File: config.mk
export PLATFORM = sky130hd
export DESIGN_NAME = precharge_ctrl
export DESIGN_NICKNAME = d
export VERILOG_FILES = /design/src/rtl/precharge_pkg.sv /design/src/rtl/precharge_phase.sv /design/src/rtl/precharge_fsm.sv /design/src/rtl/precharge_outmux.sv /design/src/rtl/precharge_ctrl.sv
export SDC_FILE = /design/constraint.sdc
export NUM_CORES = 1
export LEC_CHECK = 0
export ABC_AREA = 0
export CORE_MARGIN = 5
export CORE_UTILIZATION = 45
export CTS_CLUSTER_DIAMETER = 80
export CTS_CLUSTER_SIZE = 8
export DETAILED_ROUTE_END_ITERATION = 8
export PLACE_DENSITY = 0.69
export SYNTH_ARGS = -nofsm -noshare
export SYNTH_HDL_FRONTEND = slang
export SYNTH_SLANG_ARGS = --single-unit
File: constraint.sdc
create_clock -name clk_i -period 1.7 [get_ports clk_i]
set_input_delay 0.17 -clock clk_i [delete_from_list [all_inputs] [get_ports clk_i]]
set_output_delay 0.17 -clock clk_i [all_outputs]
set_load 0.05 [all_outputs]
File: src/rtl/precharge_pkg.sv
package precharge_pkg;
  typedef enum logic [1:0] {
    ST_IDLE = 2'd0,
    ST_PRE  = 2'd1,
    ST_HOST = 2'd2
  } pc_state_e;
endpackage

File: src/rtl/precharge_phase.sv
module precharge_phase #(
  parameter int unsigned ON_TICKS     = 100,
  parameter int unsigned PERIOD_TICKS = 1000
) (
  input  logic clk_i,
  input  logic rst_ni,
  input  logic clr_i,
  input  logic tick_i,
  output logic pulse_on_o
);
  localparam int unsigned CW = (PERIOD_TICKS > 2) ? $clog2(PERIOD_TICKS) : 1;
  localparam logic [CW-1:0] LAST = CW'(PERIOD_TICKS - 1);
  localparam logic [CW-1:0] ON_LIM = CW'(ON_TICKS);

  logic [CW-1:0] cnt_q;

  always_ff @(posedge clk_i or negedge rst_ni) begin
    if (!rst_ni) begin
      cnt_q <= '0;
    end else if (clr_i) begin
      cnt_q <= '0;
    end else if (tick_i) begin
      cnt_q <= (cnt_q == LAST) ? '0 : cnt_q + 1'b1;
    end
  end

  assign pulse_on_o = (cnt_q < ON_LIM);
endmodule

File: src/rtl/precharge_fsm.sv
module precharge_fsm
  import precharge_pkg::*;
(
  input  logic      clk_i,
  input  logic      rst_ni,
  input  logic      chg_present_i,
  input  logic      bat_low_i,
  input  logic      bat_high_i,
  input  logic      host_on_i,
  input  logic      host_chg_i,
  output pc_state_e st_o
);
  pc_state_e st_q, st_d;

  always_comb begin
    st_d = st_q;
    unique case (st_q)
      ST_IDLE: begin
        if (chg_present_i && host_on_i)      st_d = ST_HOST;
        else if (chg_present_i && bat_low_i) st_d = ST_PRE;
      end
      ST_PRE: begin
        if (!chg_present_i || bat_high_i)    st_d = ST_IDLE;
        else if (host_on_i && host_chg_i)    st_d = ST_HOST;
      end
      ST_HOST: begin
        if (!chg_present_i || !host_on_i)    st_d = ST_IDLE;
      end
      default: st_d = ST_IDLE;
    endcase
  end

  always_ff @(posedge clk_i or negedge rst_ni) begin
    if (!rst_ni) st_q <= ST_IDLE;
    else         st_q <= st_d;
  end

  assign st_o = st_q;
endmodule

File: src/rtl/precharge_outmux.sv
module precharge_outmux
  import precharge_pkg::*;
(
  input  pc_state_e st_i,
  input  logic      pulse_on_i,
  input  logic      chg_present_i,
  input  logic      host_on_i,
  input  logic      host_chg_i,
  input  logic      host_led_i,
  output logic      gate_en_o,
  output logic      led_o
);
  logic in_pre, host_ok;

  assign in_pre  = (st_i == ST_PRE);
  // host lines read as pulled low while the host is unpowered
  assign host_ok = (st_i == ST_HOST) && host_on_i;

  always_comb begin
    gate_en_o = 1'b0;
    led_o     = 1'b0;
    if (chg_present_i) begin
      if (in_pre) begin
        gate_en_o = pulse_on_i;
        led_o     = pulse_on_i;
      end else if (host_ok) begin
        gate_en_o = host_chg_i;
        led_o     = host_led_i;
      end
    end
  end
endmodule

File: src/rtl/precharge_ctrl.sv
module precharge_ctrl
  import precharge_pkg::*;
#(
  parameter int unsigned ON_TICKS     = 100,
  parameter int unsigned PERIOD_TICKS = 1000
) (
  input  logic clk_i,
  input  logic rst_ni,
  input  logic tick_i,
  input  logic chg_present_i,
  input  logic bat_low_i,
  input  logic bat_high_i,
  input  logic host_on_i,
  input  logic host_chg_i,
  input  logic host_led_i,
  output logic gate_en_o,
  output logic led_o
);
  pc_state_e st;
  logic      pulse_on;

  precharge_fsm i_fsm (
    .clk_i         (clk_i),
    .rst_ni        (rst_ni),
    .chg_present_i (chg_present_i),
    .bat_low_i     (bat_low_i),
    .bat_high_i    (bat_high_i),
    .host_on_i     (host_on_i),
    .host_chg_i    (host_chg_i),
    .st_o          (st)
  );

  precharge_phase #(
    .ON_TICKS     (ON_TICKS),
    .PERIOD_TICKS (PERIOD_TICKS)
  ) i_phase (
    .clk_i      (clk_i),
    .rst_ni     (rst_ni),
    .clr_i      (st != ST_PRE),
    .tick_i     (tick_i),
    .pulse_on_o (pulse_on)
  );

  precharge_outmux i_outmux (
    .st_i          (st),
    .pulse_on_i    (pulse_on),
    .chg_present_i (chg_present_i),
    .host_on_i     (host_on_i),
    .host_chg_i    (host_chg_i),
    .host_led_i    (host_led_i),
    .gate_en_o     (gate_en_o),
    .led_o         (led_o)
  );
endmodule

Word level (Yosys, flattened, before mapping)
Index checks and enable logic that the tools add are counted.
{ "totals": {"inputBits": 9, "register_bits": 12} }
{ "classes": {"eq_ne": 7, "order_cmp": 1, "n_mux": 15, "n_reduce_logical": 11, "add_sub_neg": 1} }
{ "ops": {"columns": ["cell", "n"], "rows": [
  ["2-to-1 mux 10 bit", 3],
  ["adder 10 x 1 -> 10 bit, second input constant", 1],
  ["== test 10 bit, second input constant", 1],
  ["< comparator 10 x 7 -> 1 bit, second input constant", 1],
  ["2-to-1 mux 2 bit", 5],
  ["2-to-1 mux 1 bit", 6],
  ["case mux 2 bit (3 select lines)", 1],
  ["logical AND 1 bit", 4],
  ["!= test 2 x 1 -> 1 bit, second input constant", 2],
  ["!= test 3 x 1 -> 1 bit, second input constant", 1],
  ["!= test 3 bit, second input constant", 1],
  ["AND reduction 3 bit", 1],
  ["== test 2 x 1 -> 1 bit, second input constant", 1],
  ["== test 2 bit, second input constant", 1],
  ["logical NOT 1 bit", 2],
  ["logical NOT 2 bit", 1],
  ["logical OR 1 bit", 2],
  ["nonzero test 2 bit", 1]
]} }

Longest topological paths before layout
Gate-level depths: netlist of run 1.
{ "logic_depth": {"ltp_word": 5, "depth_mapped": 5} }

Modules after synthesis
Synthesis of run 1 repeated with hierarchy kept, for this count alone.
{ "hier_totals": {"hier_cells": 71, "hier_area_um2": 710.7} }
{ "by_module_without_submodules": {"columns": ["module", "seq_area_each_um2", "cells_per_inst", "area_per_inst_um2", "n_inst"], "rows": [
  ["precharge_phase", 250.2, 53, 553.0, 1],
  ["precharge_fsm", 50.0, 11, 105.1, 1],
  ["precharge_outmux", 0.0, 6, 46.3, 1],
  ["precharge_ctrl", 0.0, 1, 6.3, 1]
]} }

Worst setup path after synthesis of run 1
Ideal clock, no wire load.
{ "synth_timing": {"path_type": "flip-flop to output port", "startpoint": "reg i_phase.cnt_q[2]", "endpoint": "out gate_en_o", "slack_ns": -0.262, "t_required_ns": 1.530, "arrival_time_ns": 1.792, "stages_incl_launch_ff": 5, "path_buffers": 0, "cell_sequence": "dfrtp_1 o311a_1 nor4_1 o21ai_1 a21oi_1"} }
{ "synth_between": {"elab_chain_cells": 3} }
{ "synth_rtl": {"columns": ["element", "line", "source"], "rows": [
  ["from (decl)", "precharge_phase.sv:15", "logic [CW-1:0] cnt_q;"],
  ["from (signal assigned)", "precharge_phase.sv:23", "cnt_q <= (cnt_q == LAST) ? '0 : cnt_q + 1'b1;"],
  ["< comparator 10 x 7 -> 1 bit", "precharge_phase.sv:27", "assign pulse_on_o = (cnt_q < ON_LIM);"],
  ["2-to-1 mux 1 bit", "precharge_outmux.sv:23", "if (in_pre) begin"],
  ["2-to-1 mux 1 bit", "precharge_outmux.sv:22", "if (chg_present_i) begin"],
  ["to (decl)", "precharge_ctrl.sv:16", "output logic gate_en_o,"]
]} }
No other way between the ends.

Worst setup path in the final report of run 1
{ "layout_timing": {"startpoint": "reg i_phase.cnt_q[4]", "endpoint": "out gate_en_o"} }
Same word-level chain as after synthesis.

==> results.md, run 1 <==
* Post-DR vias/cell at 6.143
* Fin crit share at 107.3%
* Largest net degree at the start of global routing at 13
* Clk_lat worst skew at 0.28 ns
* Layout Utilization at 62.13%
* DR pass1 iterations at 4
* Synth area leader: dfrtp_1
* All-Layer GR Usage at 13.65%
* Layout cells sized above 1 at 15.63%
* Max cap viols at 0
* Final-report setup violation count at 2
* CP Launch Type: flip-flop
* Top cells by area, synth: dfrtp_1, xor2_1, nand3_1
* Clock slew at reported path FFs at 0.08 ns
* Worst EP required at 1.53 ns
* Synth-to-Final Area Change at 30.54%
* Final Total Pwr at 0.6513 mW
* Final Hold Fails at 0
* Final nets at 107
* Tmin final at 1.825 ns
* Status: complete, but fails checks
* RSZ-0062 raised after global routing: true
* Max-Slew Margin vs Limit at 65.11%
* Avg Synthesized Cell Area at 9.075 µm²
* Total Wirelength at 1.657 mm
* FP Rows at 14
* First-pass GRT wire length at 2.697 mm
* Post-route DRC at 0
* Vias in the first global route at 623
* 1st-iter DRT viols at 13
* Clk buf depth at 2
* Yosys top cell area share at 41.88%
* CP Max Fanout at 2
* Die W at 49.92 µm
* Initial antenna violation count at 0
* Power Density at 695.9 nW/µm²
* GPL Wtd Cong at 0.8522
* CP arrival at 1.65 ns
* Ports at 11
* TritonCTS clock tree: built
* Placed cell count at 107
* ANT cells at 0
* Vias at 688
* Leak at 0.3921 nW
* Crit end category: output port
* Distinct cells, synth at 34
* CTS Sinks at 12
* DRT antenna net count at 0
* Layout Skew at 0.008798 ns
* Post-synth net total at 89
* Fmax at 548.0 MHz
* Yosys warnings at 0
* Worst-Margin Slew at 0.5217 ns
* Yosys reg bits at 12
* Failing checks: setup timing
* H-tree level count at 1
* Core footprint at 1506 µm²
* Die Y at 49.92 µm
* DP Wirelength at 1.267 mm
* Ys flop type: dfrtp_1
* Final std cells w/o fill at 112
* Gr ovfl total at 0
* Worst min path class: primary input to asynchronous set/reset pin
* Register area share after synthesis at 41.88%
* Commonest non-fill, non-tap cell in the layout: dfrtp_1
* Setup WS post-layout at -0.1249 ns
* CTS Root Cell: clkbuf_4
* Max Slew Vio Count at 0
* Ys async rst share at 100.0%
* Starting Density at 47.59%
* Fillers at 138
* Worst vdd ir at 0.4977 mV
* Post-synth EDFFs at 0
* Syn Std Cell Area at 716.9 µm²
* TritonCTS Buffers at 3
* Port bufs at 10
* DR WL/cell at 14.79 µm
* Most frequent cells in the layout: dfrtp_1, nor2_1, clkdlybuf4s50_1, nand3_1
* Syn Inst Count at 79
* Die area at 2492 µm²
* Crit Path Class: flip-flop to output port
-- cell usage after synthesis (2+ instances only) --
library cell   n
dfrtp_1       12
nand2b_1       2
nor2_1         9
a21oi_1        3
o21ai_1        2
nand4_1        5
xor2_1         6
inv_1          2
nand3_1        7
nor4_1         2
nand2_1        6
-- critical path, cell delays in order, from the launching register on --
cell	delay [ns]
dfrtp_1	0.39
o311a_1	0.38
nor4_2	0.19
o21ai_2	0.10
a21oi_2	0.16
buf_12	0.15
-- through the flow --
stage | setup slack (ns) | hold WS [ns] | cell area, µm² | TNS [ns]
finish | -0.1249 | 0.2305 | 935.9 | -0.2495
global route | -0.2049 | 0.2589 | 935.9 | -0.4060
CTS | -0.1407 | 0.2472 | 935.9 | -0.2783
detailed placement | 0.04451 | 0.4955 | 874.6 | 0
global placement | 0.03354 | 0.4820 | 874.6 | 0
floorplan | -0.2619 | -0.1256 | 716.9 | -0.5239
-- per-layer routing --
metal	vias up	wire length, µm	share of wire (%)	GRT usage (%)
met3	5	70	4.2	5.723
met1	336	786	47	18.57
met5	-	0	0	0
met2	15	783	47	19.49
li1	332	-	-	-
met4	0	17	1.0	3.930
-- cell families (layout without fill, tap and decap cells) --
logic type	count (synthesis)	after routing	synth area share, %
flops	12	12	41.89
simple gates	41	41	31.59
xor+xnor	6	6	7.330
buf+inv	3	20	1.745
fa+ha+maj	1	1	1.745
compound gates	16	16	15.71
-- state kept, by name (all words and copies together), names as in the netlist --
| register | cells |
|---|---|
| i_phase.cnt_q | 10 |
| i_fsm.st_o | 2 |
-- power by group --
group / internal [mW] / switching, mW / leakage (nW) / total, mW
combinational: 0.0568 / 0.0585 / 0.205 / 0.115
clock: 0.130 / 0.0950 / 0.0210 / 0.225
sequential: 0.295 / 0.0160 / 0.166 / 0.311
total: 0.482 / 0.170 / 0.392 / 0.651
-- path summary, 6_finish.rpt --
check	endpoint	start	slack [ns]	cells past startpoint
worst max-delay path	gate_en_o	i_phase.cnt_q[4]	-0.12	5
worst min-delay path	i_phase.cnt_q[1]	rst_ni	0.23	1
worst max register to register	i_fsm.st_o[1]	i_fsm.st_o[1]	0.17	4
worst min register to register	i_phase.cnt_q[0]	i_phase.cnt_q[0]	0.50	1
max in group asynchronous	i_fsm.st_o[1]	rst_ni	1.11	1
min in group clk_i	i_phase.cnt_q[0]	i_phase.cnt_q[0]	0.50	1
-- cell type report --
class / count / area, µm² / share of cell area [%]
Clock buffer: 4 / 36.28 / 3.877
Inverter: 2 / 7.507 / 0.8021
Timing Repair Buffer: 14 / 150.1 / 16.04
Sequential cell: 12 / 300.3 / 32.09
Tap cell: 16 / 20.02 / 2.139
Multi-Input combinational cell: 64 / 421.7 / 45.05
-- timing repair --
action / CTS / global route
setup endpoints to repair: 2 / 2
resized for setup: 4 / 0
buffers inserted: 1 / 0
endpoints found under the hold margin: 0 / 0
pin swaps: 1 / 0
hold buffers: 0 / 0
Note: power is estimated with default switching activity, not from simulation.
==> inputs of run 2 (changes only) <==
TNS_END_PERCENT = 10   (was not set)
==> run 2 against run 1 <==
The flow still finishes with violations (setup timing). Sequential power hardly changed. Total power hardly changed. Cell area is 0.80% lower. Global-route usage stayed put. First-iteration DRC count is 23% higher. Worst hold slack hardly changed. Via count is 0.73% lower. Non-clock buffer count is 1 lower. Fmax is 0.42% lower.
==> results.md, run 2 (synthesized netlist as in run 1, its figures left out) <==
* Status: complete, but fails checks
* Failing checks: setup timing
* Vias at 683 (-0.73%)
* Vias in the first global route at 622 (-0.16%)
* Tmin final at 1.833 ns (+0.007656 ns)
* Setup WS post-layout at -0.1326 ns (-0.007656 ns)
* Crit end category: output port
* Multi-input logic area at 421.7 µm² (unchanged)
* Layout Skew at 0.008807 ns (+0.000009050 ns)
* Register area at 300.3 µm² (unchanged)
* Core footprint at 1506 µm² (unchanged)
* Total Wirelength at 1.653 mm (-0.24%)
* Port bufs at 10 (unchanged)
* Layout cells sized above 1 at 14.74% (-0.89 points)
* Final-report setup violation count at 2 (unchanged)
* Crit Path Class: flip-flop to output port
* Starting Density at 47.59% (unchanged)
* TritonCTS clock tree: built
* GPL Wtd Cong at 0.8522 (unchanged)
* Fin crit share at 107.8% (+0.45 points)
* Max-Slew Margin vs Limit at 65.11% (about the same)
* Max cap viols at 0 (unchanged)
* H-tree level count at 1 (unchanged)
* Synth-to-Final Area Change at 29.49%
* First-pass GRT wire length at 2.697 mm (unchanged)
* R2r startpoint: i_fsm.st_o[1]
* Fmax at 545.7 MHz (-0.42%)
* Worst-Margin Slew at 0.5217 ns (+0.00002146 ns)
* Max Slew Vio Count at 0 (unchanged)
* R2R Path End: i_fsm.st_o[1]
* Worst min path class: primary input to asynchronous set/reset pin
* DRT antenna net count at 0 (unchanged)
* Power Density at 701.5 nW/µm² (+0.80%)
* Clk buf depth at 2 (unchanged)
* Leak at 0.3866 nW (-1.4%)
* Max FFs per register at 10 (unchanged)
* Setup TNS at -0.2648 ns (-0.01531 ns)
* Register-to-Register Setup Slack at 0.17 ns (about the same)
* Die W at 49.92 µm (unchanged)
* Final Hold Fails at 0 (unchanged)
* Final nets at 106 (-0.93%)
* Post-route DRC at 0 (unchanged)
* ANT cells at 0 (unchanged)
* CP max stage cell: dfrtp_1
* # hold bufs at CTS at 0 (unchanged)
* Reg2Reg Depth at 4 (unchanged)
* CP Launch Type: flip-flop
* Pre-CTS setup slack at 0.04451 ns (unchanged)
* CTS Root Cell: clkbuf_4
* DP Wirelength at 1.267 mm (unchanged)
* Clock slew at reported path FFs at 0.08 ns (about the same)
* Commonest non-fill, non-tap cell in the layout: dfrtp_1
* Crit path largest cell delay at 0.39 ns (about the same)
* CP arrival at 1.66 ns (about the same)
* Most frequent cells in the layout: dfrtp_1, nor2_1, clkdlybuf4s50_1, nand3_1
* Critical path cell sequence: o311a_1 -> nor4_2 -> o21ai_2 -> a21oi_2 -> buf_12
* DR pass1 iterations at 4 (unchanged)
* 1st-iter DRT viols at 16 (+3)
* Ports at 11 (unchanged)
* Worst EP required at 1.53 ns (about the same)
* FP Rows at 14 (unchanged)
* Die Y at 49.92 µm (unchanged)
* Worst vdd ir at 0.4977 mV (about the same)
* Hold Slack at 0.2305 ns (+0.00001800 ns)
* CTS Sinks at 12 (unchanged)
* TritonCTS Buffers at 3 (unchanged)
* Post-DR vias/cell at 6.153 (+0.17%)
* Fillers at 139 (+0.72%)
* Clk_lat worst skew at 0.28 ns (about the same)
* Gr ovfl total at 0 (unchanged)
* Post-CTS Setup Inserts at 0 (-1)
* Top reg by flops: i_phase.cnt_q
* Die area at 2492 µm² (unchanged)
* DR WL/cell at 14.89 µm (+0.66%)
* Initial antenna violation count at 0 (unchanged)
* Largest net degree at the start of global routing at 13 (unchanged)
* All-Layer GR Usage at 13.65% (unchanged)
* RSZ-0062 raised after global routing: true
* CP Max Fanout at 2 (unchanged)
==> run 2: cell count changes in the layout (fill, tap and decap cells not counted), sizes merged <==
cell / delta
buf: -1
==> run 2: per-layer routing <==
| metal | wire, µm | GRT usage [%] |
|---|---|---|
| met3 | 70 | 5.723 |
| met4 | 17 | 3.930 |
| met5 | 0 | 0 |
| met1 | 784 | 18.57 |
| met2 | 781 | 19.49 |
==> run 2: layout make-up <==
type,count,share of cell area [%]
clock buffers,4,3.908
repair buffers,13,15.36
well taps,16,2.156
flip-flops and latches,12,32.35
inverters,2,0.8086
multi-input cells,64,45.42
==> run 2: critical path: cells and delay by family, from the launching register on <==
kind	cells	cell delay (ns)
compound gates	3	0.64
flops	1	0.39
simple gates	1	0.19
buf+inv	1	0.15
==> run 2: worst max-delay path by stage <==
stage,depth (start not counted),slack (ns),start,endpoint
2_1_floorplan,4,-0.26,i_phase.cnt_q[2],gate_en_o
3_3_place_gp,5,0.03,i_phase.cnt_q[4],gate_en_o
3_5_place_dp,5,0.04,i_phase.cnt_q[4],led_o
4_1_cts,5,-0.15,i_phase.cnt_q[4],led_o
5_1_grt,5,-0.22,i_phase.cnt_q[4],gate_en_o
6_report,5,-0.13,i_phase.cnt_q[4],gate_en_o
==> run 2: where the power goes <==
group          leakage, nW  switching (mW)  internal [mW]
clock network       0.0210          0.0950          0.130
registers            0.166          0.0160          0.295
logic                0.200          0.0585         0.0568
==> run 2: what timing repair did <==
item / 4_1_cts / 5_1_grt
setup endpoints to repair: 2 / 2
pin swaps: 1 / 0
endpoints found under the hold margin: 0 / 0
gates resized for setup: 4 / 0
==> run 2: stage by stage <==
step	std cells	power (mW)	cell area, µm²	utilization (%)
floorplan	79	0.3704	716.9	-
global placement	107	0.4259	874.6	58.06
detailed placement	107	0.4282	874.6	58.06
CTS	111	0.6580	928.4	61.63
global route	111	0.6841	928.4	61.63
finish	111	0.6513	928.4	61.63
==> inputs of run 3 (changes only) <==
CORE_MARGIN = not set   (was 5)
CTS_CLUSTER_SIZE = 30   (was 8)
==> run 3 against run 2 <==
Die area decreased by 29%. Worst setup slack improved by 0.026 ns. Non-clock buffer count unchanged. The flow still finishes with violations (setup timing). Fmax increased by 1.4%. Critical path type unchanged. Combinational power about the same. Worst hold slack improved by 0.0091 ns. Sequential power about the same. Largest power group unchanged. Global-route usage increased by 5.3 points.
==> results.md, run 3 (synthesized netlist as in run 1, its figures left out) <==
* Number of buffers and inverters on the critical path at 1 (unchanged)
* First-pass GRT wire length at 2.456 mm (-8.9%)
* DRT antenna net count at 0 (unchanged)
* Port bufs at 10 (unchanged)
* Switching pwr at 0.1577 mW (-6.9%)
* Most frequent cells in the layout: dfrtp_1, nor2_1, clkdlybuf4s50_1, nand3_1
* Layout cells sized above 1 at 13.83% (-0.91 points)
* Largest net degree at the start of global routing at 13 (unchanged)
* Starting Density at 48.15% (+0.56 points)
* Initial antenna violation count at 0 (unchanged)
* Critical path cell sequence: o311a_1 -> nor4_2 -> o21ai_2 -> a21oi_2 -> buf_12
* Clock share of power at 28.2% (-6.4 points)
* Placement Cell Area at 874.6 µm² (unchanged)
* CP max stage cell: dfrtp_1
* Total Wirelength at 1.494 mm (-9.6%)
* Crit end category: output port
* H-tree level count at 1 (unchanged)
* Max cap viols at 0 (unchanged)
* Layout Skew at 0.002563 ns (-0.006244 ns)
* Synth-to-Final Area Change at 27.57%
* Failing checks: setup timing
* Clock slew at reported path FFs at 0.06 ns (-0.02 ns)
* Clk buf depth at 2 (unchanged)
* Top reg by flops: i_phase.cnt_q
* Comb power frac at 19.4% (+1.7 points)
* Final Hold Fails at 0 (unchanged)
* CTS Sinks at 12 (unchanged)
* Register share of total power at 52.4% (+4.7 points)
* Worst min path class: primary input to asynchronous set/reset pin
* Die W at 41.92 µm (-16%)
* Final nets at 106 (unchanged)
* Worst vdd ir at 0.3796 mV (-24%)
* Crit Path Class: flip-flop to output port
* Clk_lat worst skew at 0.27 ns (about the same)
* Post-route DRC at 0 (unchanged)
* FP Rows at 14 (unchanged)
* Core footprint at 1489 µm² (-1.2%)
* TritonCTS Buffers at 3 (unchanged)
* 1st-iter DRT viols at 8 (-8)
* DR pass1 iterations at 2 (-2)
* ANT cells at 0 (unchanged)
* Status: complete, but fails checks
* GPL Wtd Cong at 0.8999 (+5.6%)
* Max Slew Vio Count at 0 (unchanged)
* Die Y at 41.92 µm (-16%)
* Fmax at 553.5 MHz (+1.4%)
* Setup WS post-layout at -0.1066 ns (+0.02602 ns)
* TritonCTS clock tree: built
* Max FFs per register at 10 (unchanged)
* DP Wirelength at 1.149 mm (-9.3%)
* CP Max Fanout at 2 (unchanged)
* Ports at 11 (unchanged)
* RSZ-0062 raised after global routing: true
* CP delay by family, top: compound AO/OA/AOI/OAI gates
* Commonest non-fill, non-tap cell in the layout: dfrtp_1
* All-Layer GR Usage at 18.92% (+5.3 points)
* Vias in the first global route at 552 (-11%)
* Crit path largest cell delay at 0.38 ns (about the same)
* Die area at 1757 µm² (-29%)
* Vias at 644 (-5.7%)
* DR WL/cell at 13.58 µm (-8.8%)
* Max-Slew Margin vs Limit at 65.13% (about the same)
* Cell-internal power at 0.4338 mW (-10%)
* Fin crit share at 106.3% (-1.5 points)
* Final-report setup violation count at 2 (unchanged)
* Post-DR vias/cell at 5.855 (-4.9%)
* Worst-Margin Slew at 0.5215 ns (-0.0002090 ns)
* Tmin final at 1.807 ns (-0.02602 ns)
* Final Total Pwr at 0.5915 mW (-9.2%)
* Cell area after layout at 914.6 µm² (-1.5%)
* CTS Root Cell: clkbuf_4
* CP arrival at 1.64 ns (-0.02 ns)
* CP Launch Type: flip-flop
* Leak at 0.3794 nW (-1.9%)
* Net Sw Frac at 26.66% (+0.64 points)
* Worst EP required at 1.53 ns (about the same)
* Power Density at 646.7 nW/µm² (-7.8%)
* Gr ovfl total at 0 (unchanged)
* # hold bufs at CTS at 0 (unchanged)
==> run 3: cell count changes in the layout (fill, tap and decap cells not counted), sizes merged <==
cell    previous run  this run
clkbuf             4         3
==> run 3: area by class of cell <==
cell class | count | area, µm²
Inverter | 2 | 7.507
Sequential cell | 12 | 300.3
Timing Repair Buffer | 13 | 142.6
Tap cell | 16 | 20.02
Fill cell | 134 | 574.3
Multi-Input combinational cell | 64 | 421.7
Clock buffer | 3 | 22.52
==> run 3: timing repair <==
action                                  4_1_cts  5_1_grt
endpoints found under the setup margin        2        2
resized for setup                             4        0
pin swaps                                     1        0
buffers inserted                              0        0
==> run 3: worst paths after layout <==
check / from / endpoint / slack (ns) / cells after the start
max: i_phase.cnt_q[4] / gate_en_o / -0.11 / 5
min: rst_ni / i_phase.cnt_q[6] / 0.24 / 1
max reg2reg: i_fsm.st_o[1] / i_fsm.st_o[1] / 0.21 / 4
min reg2reg: i_phase.cnt_q[0] / i_phase.cnt_q[0] / 0.51 / 1
max in group asynchronous: rst_ni / i_fsm.st_o[0] / 1.11 / 1
min in group clk_i: bat_low_i / i_fsm.st_o[0] / 0.50 / 3
==> run 3: layer usage <==
layer | vias to the layer above | track usage (%) | share of wire (%) | wire length, µm
li1 | 332 | - | - | -
met3 | 3 | 7.826 | 3.3 | 50
met5 | - | 0 | 0 | 0
met4 | 0 | 5.806 | 0.87 | 13
met1 | 304 | 27.30 | 54 | 801
met2 | 5 | 25.62 | 42 | 628
==> run 3: stage by stage <==
stage	TNS, ns	std cells	setup WS, ns	hold WS (ns)	util [%]
6_report	-0.2121	110	-0.1066	0.2397	61.43
5_1_grt	-0.3669	110	-0.1913	0.2793	61.43
4_1_cts	-0.2442	110	-0.1229	0.2538	61.43
3_5_place_dp	0	107	0.04315	0.5015	58.74
3_3_place_gp	0	107	0.02481	0.4911	58.74
2_1_floorplan	-0.5239	79	-0.2619	-0.1256	-
==> run 3: power groups by stage <==
stage	logic (mW)	clock network [mW]	registers, mW
finish	0.115	0.167	0.310
global route	0.126	0.182	0.312
CTS	0.116	0.173	0.310
detailed placement	0.112	0	0.315
global placement	0.111	0	0.315
floorplan	0.0595	0	0.311
